===== src/rtl/pwm_ul_pkg.sv =====
package pwm_ul_pkg;

  // Strobes from control to datapath, all valid for one clock.
  typedef struct packed {
    logic xferDuty;    // copy duty buffers to active at this edge
    logic xferPer;     // copy period buffer to active at this edge
    logic bypassDuty;  // duty writes go straight to active at this edge
  } ul_strobe_t;

endpackage


===== src/rtl/pwm_ul_ctrl.sv =====
module pwm_ul_ctrl
  import pwm_ul_pkg::*;
(
  input  logic       lockout,
  input  logic       immUpdate,
  input  logic       boundary,
  output ul_strobe_t strobes
);

  logic xferOk;

  always_comb begin
    xferOk             = boundary & ~lockout;
    strobes.xferDuty   = xferOk;
    strobes.xferPer    = xferOk;
    strobes.bypassDuty = immUpdate;
  end

endmodule


===== src/rtl/pwm_ul_slot.sv =====
module pwm_ul_slot #(
  parameter int unsigned W = 16
) (
  input  logic         clk,
  input  logic         rstN,
  input  logic         wrEn,
  input  logic [W-1:0] wrData,
  input  logic         xfer,
  input  logic         bypass,
  output logic [W-1:0] active
);

  logic [W-1:0] bufQ;
  logic [W-1:0] bufNext;
  logic [W-1:0] activeQ;
  logic         loadActive;

  always_comb begin
    bufNext    = wrEn ? wrData : bufQ;
    loadActive = xfer | (bypass & wrEn);
  end

  always_ff @(posedge clk or negedge rstN) begin
    if (!rstN) begin
      bufQ    <= '0;
      activeQ <= '0;
    end else begin
      if (wrEn)       bufQ    <= wrData;
      if (loadActive) activeQ <= bufNext;
    end
  end

  assign active = activeQ;

endmodule


===== src/rtl/pwm_ul_datapath.sv =====
module pwm_ul_datapath
  import pwm_ul_pkg::*;
#(
  parameter int unsigned NUM_DUTY = 3,
  parameter int unsigned DUTY_W   = 16,
  parameter int unsigned PER_W    = 16
) (
  input  logic                           clk,
  input  logic                           rstN,
  input  ul_strobe_t                     strobes,
  input  logic [NUM_DUTY-1:0]            dutyWrEn,
  input  logic [NUM_DUTY-1:0][DUTY_W-1:0] dutyWrData,
  input  logic                           perWrEn,
  input  logic [PER_W-1:0]               perWrData,
  output logic [NUM_DUTY-1:0][DUTY_W-1:0] dutyActive,
  output logic [PER_W-1:0]               perActive
);

  for (genvar ch = 0; ch < NUM_DUTY; ch++) begin : g_duty
    pwm_ul_slot #(.W(DUTY_W)) u_slot (
      .clk    (clk),
      .rstN   (rstN),
      .wrEn   (dutyWrEn[ch]),
      .wrData (dutyWrData[ch]),
      .xfer   (strobes.xferDuty),
      .bypass (strobes.bypassDuty),
      .active (dutyActive[ch])
    );
  end

  // The period never takes the bypass path.
  pwm_ul_slot #(.W(PER_W)) u_perSlot (
    .clk    (clk),
    .rstN   (rstN),
    .wrEn   (perWrEn),
    .wrData (perWrData),
    .xfer   (strobes.xferPer),
    .bypass (1'b0),
    .active (perActive)
  );

endmodule


===== src/rtl/pwm_update_lockout.sv =====
module pwm_update_lockout
  import pwm_ul_pkg::*;
#(
  parameter int unsigned NUM_DUTY = 3,
  parameter int unsigned DUTY_W   = 16,
  parameter int unsigned PER_W    = 16
) (
  input  logic                            clk,
  input  logic                            rstN,
  input  logic [NUM_DUTY-1:0]             dutyWrEn,
  input  logic [NUM_DUTY-1:0][DUTY_W-1:0] dutyWrData,
  input  logic                            perWrEn,
  input  logic [PER_W-1:0]                perWrData,
  input  logic                            lockout,
  input  logic                            immUpdate,
  input  logic                            boundary,
  output logic [NUM_DUTY-1:0][DUTY_W-1:0] dutyActive,
  output logic [PER_W-1:0]                perActive
);

  ul_strobe_t strobes;

  pwm_ul_ctrl u_ctrl (
    .lockout   (lockout),
    .immUpdate (immUpdate),
    .boundary  (boundary),
    .strobes   (strobes)
  );

  pwm_ul_datapath #(
    .NUM_DUTY (NUM_DUTY),
    .DUTY_W   (DUTY_W),
    .PER_W    (PER_W)
  ) u_dp (
    .clk        (clk),
    .rstN       (rstN),
    .strobes    (strobes),
    .dutyWrEn   (dutyWrEn),
    .dutyWrData (dutyWrData),
    .perWrEn    (perWrEn),
    .perWrData  (perWrData),
    .dutyActive (dutyActive),
    .perActive  (perActive)
  );

  AST_LOCK_FREEZE_DUTY: assert property (@(posedge clk) disable iff (!rstN)
    (lockout && !immUpdate) |=> $stable(dutyActive));
  AST_LOCK_FREEZE_PER: assert property (@(posedge clk) disable iff (!rstN)
    lockout |=> $stable(perActive));
  AST_PER_WAITS_BOUNDARY: assert property (@(posedge clk) disable iff (!rstN)
    !boundary |=> $stable(perActive));
  AST_DUTY_IDLE_HOLD: assert property (@(posedge clk) disable iff (!rstN)
    (!boundary && !(immUpdate && (|dutyWrEn))) |=> $stable(dutyActive));
  AST_SAME_EDGE_PER: assert property (@(posedge clk) disable iff (!rstN)
    (boundary && !lockout && perWrEn) |=> (perActive == $past(perWrData)));

  for (genvar ch = 0; ch < NUM_DUTY; ch++) begin : g_chk
    AST_IMM_DUTY_LOAD: assert property (@(posedge clk) disable iff (!rstN)
      (immUpdate && dutyWrEn[ch]) |=> (dutyActive[ch] == $past(dutyWrData[ch])));
  end

endmodule


===== config.mk =====
export PLATFORM = sky130hd
export DESIGN_NAME = pwm_update_lockout
export DESIGN_NICKNAME = d
export VERILOG_FILES = /design/src/rtl/pwm_ul_pkg.sv /design/src/rtl/pwm_ul_ctrl.sv /design/src/rtl/pwm_ul_slot.sv /design/src/rtl/pwm_ul_datapath.sv /design/src/rtl/pwm_update_lockout.sv
export SDC_FILE = /design/constraint.sdc
export NUM_CORES = 1
export LEC_CHECK = 0
export ABC_AREA = 1
export BUFFER_PORTS_ARGS = -buffer_cell sky130_fd_sc_hd__buf_2
export CAP_MARGIN = 0
export CORE_ASPECT_RATIO = 1.75
export CORE_MARGIN = 4
export CORE_UTILIZATION = 40
export CTS_CLUSTER_SIZE = 40
export DETAILED_ROUTE_END_ITERATION = 7
export GPL_ROUTABILITY_DRIVEN = 1
export PLACE_DENSITY = 0.63
export SYNTH_ARGS = -nofsm -noshare
export SYNTH_HDL_FRONTEND = slang
export SYNTH_HIERARCHICAL = 1
export SYNTH_SLANG_ARGS = --single-unit

===== constraint.sdc =====
create_clock -name clk -period 0.8 [get_ports clk]
set_clock_uncertainty 0.05 [all_clocks]
set_input_delay 0.04 -clock clk [delete_from_list [all_inputs] [get_ports clk]]
set_output_delay 0.04 -clock clk [all_outputs]
set_load 0.02 [all_outputs]

* Yosys cells after proc, flatten, opt, wreduce, memory -nomap -nowiden *
Index checks and enable logic that the tools add are counted.

storage, ports and cells
  output and inout port bits = 64
  logic and storage cells = 20
  register bits after elaboration = 128

cells by class
  multiplexer cells = 4
  bitwise gates (word level) = 8

operator list
  cell                number
  16-bit two-way mux  4
  1-bit bitwise AND   4
  1-bit bitwise OR    3
  1-bit inverter      1

* Logic depth before layout (Yosys ltp) *
  depth in word-level cells = 3
  depth in mapped cells = 8

* Cells and area by module *
The synthesis kept the hierarchy.

by module, submodules not included
  module           cells each  area an instance (um2)  times used
  pwm_ul_slot      138         1342.5                  4
  pwm_ul_ctrl      5           32.5                    1
  pwm_ul_datapath  1           3.8                     1

* Worst setup path before layout *
Ideal clock, no wire load.

  path kind = input -> register
  start point = input boundary
  end point = register u_dp.g_duty[0].u_slot.activeQ[10]
  library setup time = 0.065 ns
  slack = -0.054 ns
  arrival = 0.739 ns
  stages on the path = 7
  path through = inv_1 -> nor2_2 -> buf_4 -> inv_2 -> buf_2 -> nand3_1 -> nand2_1

on the way
  word-level cells in the longest chain between the ends = 2

RTL lines
  item                     line                      text
  start, declared          pwm_update_lockout.sv:16  input logic boundary,
  1-bit bitwise AND        pwm_ul_ctrl.sv:13         xferOk = boundary & ~lockout;
  named net u_ctrl.xferOk  pwm_ul_ctrl.sv:10         logic xferOk;
  1-bit bitwise OR         pwm_ul_slot.sv:20         loadActive = xfer | (bypass & wrEn);
  end signal, assigned     pwm_ul_slot.sv:29         if (loadActive) activeQ <= bufNext;
  end, declared            pwm_ul_slot.sv:15         logic [W-1:0] activeQ;

The timed path passes the listed nets, and every way through them passes these cells.
A chain may end at the register's enable or synchronous reset.

* Worst setup path in the final report *
  start point = register u_dp.u_perSlot.activeQ[11] (netlist: u_dp/u_perSlot/active[11])
  end point = output perActive[11]

RTL lines
  item                    line                      text
  start, declared         pwm_ul_slot.sv:15
  start signal, assigned  pwm_ul_slot.sv:29
  end, declared           pwm_update_lockout.sv:18  output logic [PER_W-1:0] perActive

No word-level cell between the ends.

==> flow_summary.ini <==
[logic_synthesis]
synth_area_per_cell_um2 = 9.69
synth.cell_area_um2 = 5410
syn-instance-count = 558
ys_warn_count = 6
synth.distinct_cells = 14
ys_ff_latch = 128
synth_nets = 631
ys_seq_area_frac = 0.592

[power]
p_int_mw = 15.3
swShare = 0.266
power.density_nw_per_um2 = 2390
seq_power_share = 0.373
p_leak_nw = 4.49
switchingPower_mw = 5.54
clock_power_share = 0.410
combPwrFrac = 0.217
max-vdd-ir-drop_mv = 1.62
power.total_mw = 20.8

[clock_network]
clk_latency_ns = 0.40
root_buffer = clkbuf_16
clock_path_buffers = 2
cts_buffers = 17
clk_pin_slew_ns = 0.06
cts_htree_levels = 4
clock_sinks = 128
cts_tree = built

[status]
outcome = finished, violations left
violations = negative hold slack, negative setup slack

[worst_setup_path]
rr_worst_depth = 4
worstPathCellList = buf_6
r2r_slack_ns = -0.12
cp_data_arrival_time_ns = 0.97
cp_max_fo = 2
crit_family = flip-flops
critPathKind = register to output pin
cp-end-kind = output pin
r2r_end = u_dp/u_perSlot/active[3]
critical_path.slowest_cell = dfrtp_1
required_ns = 0.71
slowest_delay_ns = 0.42
cp.buffers_inverters = 1
start_kind = register
timing.rr.start = u_dp/u_perSlot/active[3]

[floorplan]
dieArea_um2 = 15500
die-height_um = 162
die_w_um = 95.9
start_util = 0.406
core-area_um2 = 13300
io_pins = 137
row_count = 56

[min_path]
hold_depth = 4
hold_path_end = u_dp/g_duty[0].u_slot/bufQ[0]
hold_path_class = primary input to register
min_from = dutyWrEn[0]

[placed_design]
dpl.hpwl_mm = 9.23
io_buffers = 136
placed_cells = 866
preCtsSetupSlack_ns = -0.464
routabilityCongestion = 0.803
placed_area_um2 = 6390

[global_routing]
grt_pass1_vias = 4900
antenna_found_initial = 0
overflow = 0
grt_max_degree = 33
grt_first_pass_wirelength_mm = 23.6
grt_usage = 0.196

[timing]
slew_viol_final = 0
finalSetupViolCount = 78
hold_ws_ns = -0.00672
fmax_ghz = 0.943
min_period_over_period = 1.33
rsz0062_at_grt = yes
tns_ns = -15.68
hold_viol_final = 4
fin_crit_ns = 1.06
layout_setup_ws_ns = -0.260

[cells_and_area]
fillers = 991
final_core_util = 0.655
final_cell_mix = nand2_1 (225), dfrtp_1 (128), nand2_2 (95)
final_layout_size_suffix_gt1_frac = 0.451
finalInstanceArea_um2 = 8720
diodes = 0
syn_to_final_growth_pct = 61.4
layout_commonest_cell = nand2_1
final_nets = 890
fin_cells = 1004

[detailed_routing]
drt_iter0_markers = 82
drt_pass1_iterations = 4
drc = 0
final_antenna_net_count = 0
wl_mm = 14.6
num_vias = 4691
wire_per_inst_um = 14.5
via_per_inst = 4.67

[job]
maxCapViolations = 0
==> flip-flops by register name, indices dropped and copies added (netlist names) <==
name,flops
u_dp/g_duty.u_slot/active,48
u_dp/g_duty.u_slot/bufQ,48
u_dp/u_perSlot/active,16
u_dp/u_perSlot/bufQ,16
==> kinds of logic after synthesis <==
kind of cell / after synthesis / synth area share
buffers and inverters: 36 / 0.0576
AND/OR/NAND/NOR: 393 / 0.349
other: 1 / 0.000694
flip-flops: 128 / 0.592
==> worst max-delay path by stage <==
| stage | from | to | slack, ns | depth (start not counted) |
|---|---|---|---|---|
| 2_1_floorplan | boundary | u_dp/g_duty[1].u_slot/active[10] | -0.002 | 8 |
| 3_3_place_gp | lockout | u_dp/g_duty[2].u_slot/active[5] | -0.44 | 6 |
| 3_5_place_dp | lockout | u_dp/g_duty[2].u_slot/active[1] | -0.46 | 6 |
| 4_1_cts | u_dp/u_perSlot/active[4] | perActive[4] | -0.28 | 1 |
| 5_1_grt | u_dp/g_duty[2].u_slot/active[15] | dutyActive[47] | -0.29 | 1 |
| 6_report | u_dp/u_perSlot/active[11] | perActive[11] | -0.26 | 1 |
==> worst register-to-register path, cell delays in order, from the launching register on <==
cell     delay [ns]
dfrtp_1        0.41
buf_4          0.15
buf_6          0.10
nand3_2        0.05
nand2_1        0.05
==> synth_stat cells <==
cell type	instances	area share
nand2_1	240	0.17
dfrtp_1	128	0.59
nand2_2	80	0.093
nand3_1	64	0.059
buf_6	12	0.025
buf_2	8	0.0074
nand2_8	8	0.030
buf_8	4	0.011
inv_2	4	0.0028
inv_6	4	0.0065
buf_4	3	0.0042
conb_1	1	0.00069
inv_1	1	0.00069
nor2_2	1	0.0012
==> power groups by stage <==
| stage | registers (mW) | clock network [mW] | logic (mW) |
|---|---|---|---|
| after floorplan | 8.23 | 0 | 1.30 |
| after global placement | 7.73 | 0 | 2.95 |
| after detailed placement | 7.74 | 0 | 3.00 |
| after CTS | 7.73 | 8.72 | 4.22 |
| after global routing | 7.83 | 9.00 | 4.89 |
| final | 7.76 | 8.53 | 4.52 |
==> per-layer routing <==
| layer | up-vias | track usage | routed length [um] |
|---|---|---|---|
| met2 | 128 | 0.349 | 8120 |
| li1 | 2258 | - | - |
| met1 | 2280 | 0.223 | 5550 |
| met3 | 25 | 0.0399 | 595 |
| met5 | - | 0 | 0 |
| met4 | 0 | 0.0803 | 305 |
==> area by class of cell <==
class,count,area (um2),area share
clock inverters,12,205,0.0235
flip-flops and latches,128,3200,0.367
well taps,174,218,0.0250
repair buffers,267,2480,0.285
clock buffers,20,457,0.0524
inverters,9,66.3,0.00760
multi-input cells,394,2090,0.240
==> timing repair <==
action,CTS,global route
resized for setup,156,51
pin swaps,18,29
hold buffers,65,1
setup buffers,29,18
hold endpoints to repair,256,2
endpoints found under the setup margin,90,104
Note: power is estimated with default switching activity, not from simulation.
